$ cat config.mk
export PLATFORM = sky130hd
export DESIGN_NAME = spd_autodet
export DESIGN_NICKNAME = d
export VERILOG_FILES = /design/src/rtl/spd_autodet_pkg.sv /design/src/rtl/spd_autodet_meas.sv /design/src/rtl/spd_autodet_class.sv /design/src/rtl/spd_autodet_lock.sv /design/src/rtl/spd_autodet.sv
export SDC_FILE = /design/constraint.sdc
export NUM_CORES = 1
export LEC_CHECK = 0
export BUFFER_PORTS_ARGS = -buffer_cell sky130_fd_sc_hd__clkbuf_2
export CORE_MARGIN = 2
export CORE_UTILIZATION = 45
export CTS_CLUSTER_DIAMETER = 60
export CTS_CLUSTER_SIZE = 25
export DETAILED_ROUTE_END_ITERATION = 10
export HOLD_SLACK_MARGIN = 0.12
export PLACE_DENSITY_LB_ADDON = 0.3
export SLEW_MARGIN = 40
export SYNTH_ARGS = -nofsm -noshare
export SYNTH_HDL_FRONTEND = slang
export SYNTH_SLANG_ARGS = --single-unit
$ cat constraint.sdc
create_clock -name clk -period 4.1 [get_ports clk]
set_input_delay 0.82 -clock clk [delete_from_list [all_inputs] [get_ports clk]]
set_output_delay 0.82 -clock clk [all_outputs]
set_load 0.05 [all_outputs]
$ cat src/rtl/spd_autodet_pkg.sv
package spd_autodet_pkg;

   typedef enum logic [1:0] {
      SPD_NONE   = 2'b00,
      SPD_SINGLE = 2'b01,
      SPD_DOUBLE = 2'b10,
      SPD_QUAD   = 2'b11
   } speed_e;

   typedef struct packed {
      logic   err;
      speed_e spd;
      logic   fast;
   } frame_class_t;

endpackage

$ cat src/rtl/spd_autodet_meas.sv
module spd_autodet_meas #(
   parameter int TMO_CYC = 1536,
   parameter int CW      = 11
) (
   input  logic          clk,
   input  logic          rst_n,
   input  logic          slave_req,
   input  logic          lrck,
   input  logic          sclk,
   input  logic          ref_tick,
   output logic          done,
   output logic          tmo,
   output logic          idle,
   output logic [CW-1:0] m_len,
   output logic [CW-1:0] s_len,
   output logic [CW-1:0] r_len
);

   logic slave_q, lrck_q, lrck_q2, sclk_q, sclk_q2, ref_q;
   logic armed;
   logic [CW-1:0] mcnt, scnt, rcnt;
   logic rise, srise;

   assign rise  = lrck_q & ~lrck_q2;
   assign srise = sclk_q & ~sclk_q2;

   always_ff @(posedge clk or negedge rst_n) begin
      if (!rst_n) begin
         slave_q <= 1'b0;
         lrck_q  <= 1'b0;
         lrck_q2 <= 1'b0;
         sclk_q  <= 1'b0;
         sclk_q2 <= 1'b0;
         ref_q   <= 1'b0;
      end else begin
         slave_q <= slave_req;
         lrck_q  <= lrck;
         lrck_q2 <= lrck_q;
         sclk_q  <= sclk;
         sclk_q2 <= sclk_q;
         ref_q   <= ref_tick;
      end
   end

   always_ff @(posedge clk or negedge rst_n) begin
      if (!rst_n) begin
         armed <= 1'b0;
         done  <= 1'b0;
         tmo   <= 1'b0;
         idle  <= 1'b1;
         mcnt  <= '0;
         scnt  <= '0;
         rcnt  <= '0;
         m_len <= '0;
         s_len <= '0;
         r_len <= '0;
      end else begin
         done <= 1'b0;
         tmo  <= 1'b0;
         idle <= ~slave_q;
         if (!slave_q) begin
            armed <= 1'b0;
            mcnt  <= '0;
            scnt  <= '0;
            rcnt  <= '0;
         end else if (rise) begin
            if (armed) begin
               done  <= 1'b1;
               m_len <= mcnt;
               s_len <= scnt;
               r_len <= rcnt;
            end
            armed <= 1'b1;
            mcnt  <= CW'(1);
            scnt  <= CW'(srise);
            rcnt  <= CW'(ref_q);
         end else if (armed) begin
            if (mcnt == CW'(TMO_CYC)) begin
               done <= 1'b1;
               tmo  <= 1'b1;
               mcnt <= CW'(1);
               scnt <= CW'(srise);
               rcnt <= CW'(ref_q);
            end else begin
               mcnt <= mcnt + CW'(1);
               scnt <= scnt + CW'(srise);
               rcnt <= rcnt + CW'(ref_q);
            end
         end
      end
   end


   mcnt_bound_chk: assert property (@(posedge clk) disable iff (!rst_n)
      mcnt <= CW'(TMO_CYC));


   idle_quiet_chk: assert property (@(posedge clk) disable iff (!rst_n)
      !slave_q |=> !done);


   first_edge_chk: assert property (@(posedge clk) disable iff (!rst_n)
      (slave_q && rise && !armed) |=> !done);

endmodule

$ cat src/rtl/spd_autodet_class.sv
module spd_autodet_class
   import spd_autodet_pkg::*;
#(
   parameter int CW         = 11,
   parameter int BASE_RATIO = 768,
   parameter int REF_KHZ    = 3200,
   parameter int TOL        = 2
) (
   input  logic [CW-1:0] m_len,
   input  logic [CW-1:0] s_len,
   input  logic [CW-1:0] r_len,
   input  logic          tmo,
   output frame_class_t  res
);

   localparam int R_HI  = BASE_RATIO;
   localparam int R_MID = BASE_RATIO / 2;
   localparam int R_LO  = BASE_RATIO / 4;
   localparam int T2    = REF_KHZ / 2;
   localparam int T43   = REF_KHZ / 43;
   localparam int T50   = REF_KHZ / 50;
   localparam int T86   = REF_KHZ / 86;
   localparam int T100  = REF_KHZ / 100;
   localparam int T172  = REF_KHZ / 172;
   localparam int T200  = REF_KHZ / 200;
   localparam int SC_A  = 48;
   localparam int SC_B  = 64;

   function automatic logic in_win(input logic [CW-1:0] x, input int nom);
      int v;
      v = int'(x);
      return (v >= nom - TOL) && (v <= nom + TOL);
   endfunction

   logic hit_hi, hit_mid, hit_lo;

   generate
      if (TOL == 0) begin : g_exact
         assign hit_hi  = (m_len == CW'(R_HI));
         assign hit_mid = (m_len == CW'(R_MID));
         assign hit_lo  = (m_len == CW'(R_LO));
      end else begin : g_window
         assign hit_hi  = in_win(m_len, R_HI);
         assign hit_mid = in_win(m_len, R_MID);
         assign hit_lo  = in_win(m_len, R_LO);
      end
   endgenerate

   logic sc_a, sc_b;
   assign sc_a = (s_len == CW'(SC_A));
   assign sc_b = (s_len == CW'(SC_B));

   always_comb begin
      int t;
      frame_class_t c;
      t = int'(r_len);
      c = '{err: 1'b1, spd: SPD_NONE, fast: 1'b0};
      if (!tmo) begin
         if (hit_hi) begin
            if (t >= T50 && t <= T43) c = '{err: 1'b0, spd: SPD_SINGLE, fast: 1'b1};
         end else if (hit_mid) begin
            if (t >= T50 && t <= T2)        c = '{err: 1'b0, spd: SPD_SINGLE, fast: 1'b0};
            else if (t >= T100 && t <= T86) c = '{err: 1'b0, spd: SPD_DOUBLE, fast: 1'b1};
         end else if (hit_lo) begin
            if (t >= T100 && t <= T50)       c = '{err: 1'b0, spd: SPD_DOUBLE, fast: 1'b0};
            else if (t >= T200 && t <= T172) c = '{err: 1'b0, spd: SPD_QUAD, fast: 1'b1};
         end
         if (!c.err) begin
            if (c.spd == SPD_SINGLE) begin
               if (!(sc_a || sc_b)) c = '{err: 1'b1, spd: SPD_NONE, fast: 1'b0};
            end else if (!sc_a) begin
               c = '{err: 1'b1, spd: SPD_NONE, fast: 1'b0};
            end
         end
      end
      res = c;
   end

endmodule

$ cat src/rtl/spd_autodet_lock.sv
module spd_autodet_lock
   import spd_autodet_pkg::*;
#(
   parameter int LOCK_N = 4,
   parameter int DROP_N = 2
) (
   input  logic         clk,
   input  logic         rst_n,
   input  logic         done,
   input  logic         idle,
   input  frame_class_t res,
   output logic         locked,
   output logic         clk_err,
   output logic [1:0]   speed,
   output logic         ratio_fast
);

   localparam int RW = $clog2(LOCK_N + 1);
   localparam int MW = $clog2(DROP_N + 1);

   logic          locked_r, err_r;
   speed_e        cand_spd;
   logic          cand_fast;
   logic [RW-1:0] run;
   logic [MW-1:0] miss;
   logic          same;

   assign same = (res.spd == cand_spd) && (res.fast == cand_fast);

   always_ff @(posedge clk or negedge rst_n) begin
      if (!rst_n) begin
         locked_r  <= 1'b0;
         err_r     <= 1'b0;
         cand_spd  <= SPD_NONE;
         cand_fast <= 1'b0;
         run       <= '0;
         miss      <= '0;
      end else if (idle) begin
         locked_r  <= 1'b0;
         err_r     <= 1'b0;
         cand_spd  <= SPD_NONE;
         cand_fast <= 1'b0;
         run       <= '0;
         miss      <= '0;
      end else if (done) begin
         if (res.err) begin
            err_r    <= 1'b1;
            locked_r <= 1'b0;
            run      <= '0;
            miss     <= '0;
         end else begin
            err_r <= 1'b0;
            if (!locked_r) begin
               if (run != '0 && same) begin
                  run <= run + RW'(1);
                  if (run == RW'(LOCK_N - 1)) locked_r <= 1'b1;
               end else begin
                  cand_spd  <= res.spd;
                  cand_fast <= res.fast;
                  run       <= RW'(1);
               end
            end else if (same) begin
               miss <= '0;
            end else if (miss == MW'(DROP_N - 1)) begin
               locked_r  <= 1'b0;
               cand_spd  <= res.spd;
               cand_fast <= res.fast;
               run       <= RW'(1);
               miss      <= '0;
            end else begin
               miss <= miss + MW'(1);
            end
         end
      end
   end

   assign locked     = locked_r;
   assign clk_err    = err_r;
   assign speed      = locked_r ? cand_spd : SPD_NONE;
   assign ratio_fast = locked_r & cand_fast;


   lock_rise_chk: assert property (@(posedge clk) disable iff (!rst_n)
      $rose(locked_r) |-> $past(done) && !$past(res.err));


   hold_chk: assert property (@(posedge clk) disable iff (!rst_n)
      (!done && !idle) |=> $stable({locked_r, err_r, cand_spd, cand_fast}));


   err_excl_chk: assert property (@(posedge clk) disable iff (!rst_n)
      !(locked_r && err_r));


   err_rise_chk: assert property (@(posedge clk) disable iff (!rst_n)
      $rose(err_r) |-> $past(done) && $past(res.err));

endmodule

$ cat src/rtl/spd_autodet.sv
module spd_autodet
   import spd_autodet_pkg::*;
#(
   parameter int BASE_RATIO = 768,
   parameter int REF_KHZ    = 3200,
   parameter int TOL        = 2,
   parameter int LOCK_N     = 4,
   parameter int DROP_N     = 2
) (
   input  logic       clk,
   input  logic       rst_n,
   input  logic [1:0] mode,
   input  logic       lrck,
   input  logic       sclk,
   input  logic       ref_tick,
   output logic [1:0] speed,
   output logic       ratio_fast,
   output logic       locked,
   output logic       clk_err
);

   localparam int TMO_CYC = 2 * BASE_RATIO;
   localparam int CW      = $clog2(TMO_CYC + 1);

   generate
      if (BASE_RATIO % 8 != 0) begin : g_bad_ratio
         $error("BASE_RATIO must divide by 8");
      end
      if (LOCK_N < 2) begin : g_bad_lock
         $error("LOCK_N must be at least 2");
      end
      if (DROP_N < 1) begin : g_bad_drop
         $error("DROP_N must be at least 1");
      end
      if (REF_KHZ / 200 <= TOL) begin : g_bad_ref
         $error("REF_KHZ too low to separate bands");
      end
   endgenerate

   logic          done, tmo, idle;
   logic [CW-1:0] m_len, s_len, r_len;
   frame_class_t  res;

   spd_autodet_meas #(.TMO_CYC(TMO_CYC), .CW(CW)) u_meas (
      .clk      (clk),
      .rst_n    (rst_n),
      .slave_req(mode == 2'b11),
      .lrck     (lrck),
      .sclk     (sclk),
      .ref_tick (ref_tick),
      .done     (done),
      .tmo      (tmo),
      .idle     (idle),
      .m_len    (m_len),
      .s_len    (s_len),
      .r_len    (r_len)
   );

   spd_autodet_class #(.CW(CW), .BASE_RATIO(BASE_RATIO), .REF_KHZ(REF_KHZ), .TOL(TOL)) u_class (
      .m_len(m_len),
      .s_len(s_len),
      .r_len(r_len),
      .tmo  (tmo),
      .res  (res)
   );

   spd_autodet_lock #(.LOCK_N(LOCK_N), .DROP_N(DROP_N)) u_lock (
      .clk       (clk),
      .rst_n     (rst_n),
      .done      (done),
      .idle      (idle),
      .res       (res),
      .locked    (locked),
      .clk_err   (clk_err),
      .speed     (speed),
      .ratio_fast(ratio_fast)
   );

endmodule

==> impl_results.md <==
- Hold Path Cell Cnt: 0
- WP buf/inv: 0
- Count of state elements after synthesis: 86
- Maximum number of pins on one net before global-route repair: 66
- Minimum setup slack in the final design: 0.719 ns
- Post-cts hold buffer count: 0
- Clock input transition at the sequential cells of the worst setup and hold paths: 0.08 ns
- Class of the most critical setup path: flop to flop
- Worst hold slack: 0.372 ns
- Max cap viols: 0
- Initial core utilization: 0.458
- Detailed-placement wirelength estimate: 6490 um
- Result of the run: completed
- Startpoint of the worst register-to-register path: u_meas.m_len[5]
- Relative max-transition margin: 0.582
- Detailed-router iteration count before antenna repair: 4
- Post-synthesis instance total: 436
- Chain of cells forming the critical path: nor4_2 > nand3_1 > a2111oi_4 > nor3_2 > o41a_1 > or4_4 > a311oi_2 > or2_2 > mux2_4
- Synthesized cell area: 4440 um^2
- Ranking of synthesized cells by area: sky130_fd_sc_hd__dfrtp_1, sky130_fd_sc_hd__mux2_2, sky130_fd_sc_hd__o21ai_0
- Area added between synthesis and finish: 8.97%
- Hold Path Origin: u_meas.sclk_q
- Initial detailed-routing violation count: 135
- Warnings, synthesis: 0
- Width of the chip: 103 um
- Number of distinct standard cells referenced by the synthesized netlist: 67
- PD cells: 312 nW/um^2
- Total DRC errors in the routed layout: 0
- Least-Margin Pin Slew: 0.625 ns
- Post-route ant nets: 0
- CTS tree: yes
- Worst R2R Setup Slack: 0.72 ns
- Root Buffer: sky130_fd_sc_hd__clkbuf_8
- DIE AREA: 10700 um^2
- GRT Overall Usage: 0.186
- Inserted Clock Buffers: 9
- Antenna Diode Count: 0
- Clk Latency, worst-skew pair: 0.36 ns
- Power consumption: 1.51 mW
- Number of pins exceeding their max-slew limit in the final report: 0
- DP Worst Slack: 0.727 ns
- Number of rows created at floorplan: 36
- Cell taking the most area after synthesis: sky130_fd_sc_hd__dfrtp_1
- Type of origin of the critical path: flop
- Total routed wirelength: 8990 um
- Layout cell share with drive strength beyond 1: 0.178
- Final #Nets: 467
- Commonest cells after routing, fill and taps aside: sky130_fd_sc_hd__dfrtp_1, sky130_fd_sc_hd__nand2_1, sky130_fd_sc_hd__nor2_1
- Number of ports placed on the die boundary: 12
- Synthesized area per cell: 10.2 um^2
- Hold violation count in the final report: 0
- Vertical die dimension: 103 um
- Initial antenna violation count: 0
- Via count normalized by instance count: 5.51
- Global-route wire length before repair: 15300 um
- P_leak: 2.10 nW
- Clock net sink count: 86
- Number of nets produced by synthesis: 452
- Post-synth EDFFs: 0
- F_max: 296 MHz
- Async SR Flop Fraction: 1.00
- Post-synth top flop: sky130_fd_sc_hd__dfrtp_1
- Quantity of gates resized following cts: 0
- Area of the core: 9680 um^2
- Required @ worst endpoint: 4.35 ns
- Crit Reg-Reg Endpoint: u_lock.run[0]
- IR drop worst, VDD: 0.155 mV
- Total gr overflow: 0
- Final routed wire length divided by cell count: 15.3 um
- Post-CTS Repair Setup Buffers: 0
- Min cycle time layout: 3.38 ns
- Share of the synthesized area in the top cell type: 0.479
- Final setup violating endpoints: 0
- Register area share after synthesis: 0.485
- Cell count of the worst reg-to-reg path: 9
- Final period utilization: 0.825
- CP Max Fanout: 6
- Slowest stage cell on the critical path: sky130_fd_sc_hd__or4_4
- Delay contributed by the slowest stage of the critical path: 0.44 ns
- Category of the worst setup path capture point: flop
- Total Negative Setup Slacks: 0 ns
- Terminating pin of the worst hold path: u_meas.sclk_q2
- Number of global-route vias before repair: 3203
- Class of the tightest hold or removal check: flop to flop
- Setup repair after global routing missed its margin: false
- Post-Route Skew: 0.00686 ns
- Endpoint arrival time on the critical path: 3.63 ns
- Maximum buffer depth of the clock tree: 2
- PortBufs: 11
- Number of vias after detailed routing: 3237
- Number of H-tree branching levels: 3
- Crit-path leading delay family: simple AND/OR/NAND/NOR gates
- Final weighted congestion in routability-driven placement: 0.857
- Most common cell after layout, fill and taps aside: sky130_fd_sc_hd__dfrtp_1
-- worst register-to-register path, stage by stage, from the launching register on --
cell and delay, ns:
sky130_fd_sc_hd__dfrtp_1 0.41, sky130_fd_sc_hd__nor4_2 0.38, sky130_fd_sc_hd__nand3_1 0.31, sky130_fd_sc_hd__a2111oi_4 0.41, sky130_fd_sc_hd__nor3_2 0.13, sky130_fd_sc_hd__o41a_1 0.42
sky130_fd_sc_hd__or4_4 0.44, sky130_fd_sc_hd__a311oi_2 0.30, sky130_fd_sc_hd__or2_2 0.20, sky130_fd_sc_hd__mux2_4 0.30
-- how the worst max path moves through the flow --
stage,slack (ns),start,cells past startpoint,to
4_1_cts,0.71,u_meas.m_len[5],9,u_lock.run[0]
6_report,0.72,u_meas.m_len[5],9,u_lock.run[0]
3_3_place_gp,0.82,u_meas.m_len[5],9,u_lock.run[0]
5_1_grt,0.56,u_meas.m_len[5],9,u_lock.cand_fast
3_5_place_dp,0.73,u_meas.m_len[5],9,u_lock.run[0]
2_1_floorplan,0.98,u_meas.m_len[5],9,u_lock.run[0]
-- metal layers --
metal / part of all wire / routed length (um) / track usage
met1: 0.49 / 4410 / 0.250
met2: 0.47 / 4220 / 0.300
met3: 0.019 / 170 / 0.0269
met4: 0.020 / 182 / 0.0860
met5: 0 / 0 / 0
-- sequential cells by signal, indices dropped and copies added (netlist names), 2 cells and up --
signal           flops
u_lock.cand_spd      2
u_meas.scnt         11
u_meas.m_len        11
u_lock.run           3
u_meas.s_len        11
u_meas.rcnt         11
u_lock.miss          2
u_meas.mcnt         11
u_meas.r_len        11
-- cells in the mapped netlist, types with 2 or more instances --
cell / instances
sky130_fd_sc_hd__a211oi_1: 5
sky130_fd_sc_hd__a21oi_1: 9
sky130_fd_sc_hd__a22o_1: 2
sky130_fd_sc_hd__a31oi_1: 3
sky130_fd_sc_hd__and2_1: 6
sky130_fd_sc_hd__and3_1: 8
sky130_fd_sc_hd__and3b_1: 2
sky130_fd_sc_hd__clkbuf_1: 9
sky130_fd_sc_hd__dfrtp_1: 85
sky130_fd_sc_hd__ha_1: 9
sky130_fd_sc_hd__inv_1: 15
sky130_fd_sc_hd__mux2_1: 2
sky130_fd_sc_hd__mux2_2: 30
sky130_fd_sc_hd__mux2i_1: 3
sky130_fd_sc_hd__nand2_1: 41
sky130_fd_sc_hd__nand2b_1: 4
sky130_fd_sc_hd__nand3_1: 20
sky130_fd_sc_hd__nand4_1: 12
sky130_fd_sc_hd__nand4b_1: 3
sky130_fd_sc_hd__nor2_1: 39
sky130_fd_sc_hd__nor2b_1: 8
sky130_fd_sc_hd__nor3_1: 6
sky130_fd_sc_hd__nor3_2: 2
sky130_fd_sc_hd__nor4_1: 5
sky130_fd_sc_hd__nor4b_1: 2
sky130_fd_sc_hd__o211a_1: 2
sky130_fd_sc_hd__o211ai_1: 2
sky130_fd_sc_hd__o21a_1: 2
sky130_fd_sc_hd__o21ai_0: 37
sky130_fd_sc_hd__o221ai_1: 2
sky130_fd_sc_hd__o31ai_1: 3
sky130_fd_sc_hd__or2_2: 3
sky130_fd_sc_hd__or3_1: 7
sky130_fd_sc_hd__or3_2: 2
sky130_fd_sc_hd__or4_1: 2
sky130_fd_sc_hd__xnor2_1: 2
sky130_fd_sc_hd__xor2_1: 12
-- area by class of cell --
type / instances / area [um^2]
flip-flops and latches: 86 / 2150
well taps: 133 / 166
clock buffers: 11 / 141
multi-input cells: 324 / 2180
clock inverters: 4 / 47.5
fillers: 888 / 4850
inverters: 15 / 56.3
repair buffers: 15 / 91.3
-- stage by stage --
stage / utilization / instances / area, um^2
global placement: 0.479 / 573 / 4640
global route: 0.499 / 588 / 4840
CTS: 0.499 / 588 / 4830
detailed placement: 0.479 / 573 / 4640
finish: 0.499 / 588 / 4840
floorplan: - / 436 / 4440
-- cell families (layout without fill, tap and decap cells) --
logic type,Yosys count,after routing,synth area share
AND/OR/NAND/NOR,178,178,0.209
AO/OA/AOI/OAI,87,87,0.137
flip-flops,86,86,0.485
multiplexers,36,36,0.0913
buffers and inverters,26,45,0.0240
XOR/XNOR,14,14,0.0276
adder cells (fa/ha/maj),9,9,0.0254
-- where the power goes --
part / total, mW / internal (mW) / switching, mW
Sequential: 0.865 / 0.857 / 0.00834
Clock: 0.589 / 0.293 / 0.296
Combinational: 0.0546 / 0.0158 / 0.0388
Total: 1.51 / 1.17 / 0.344
No activity file was read; power rests on OpenSTA's default activity.
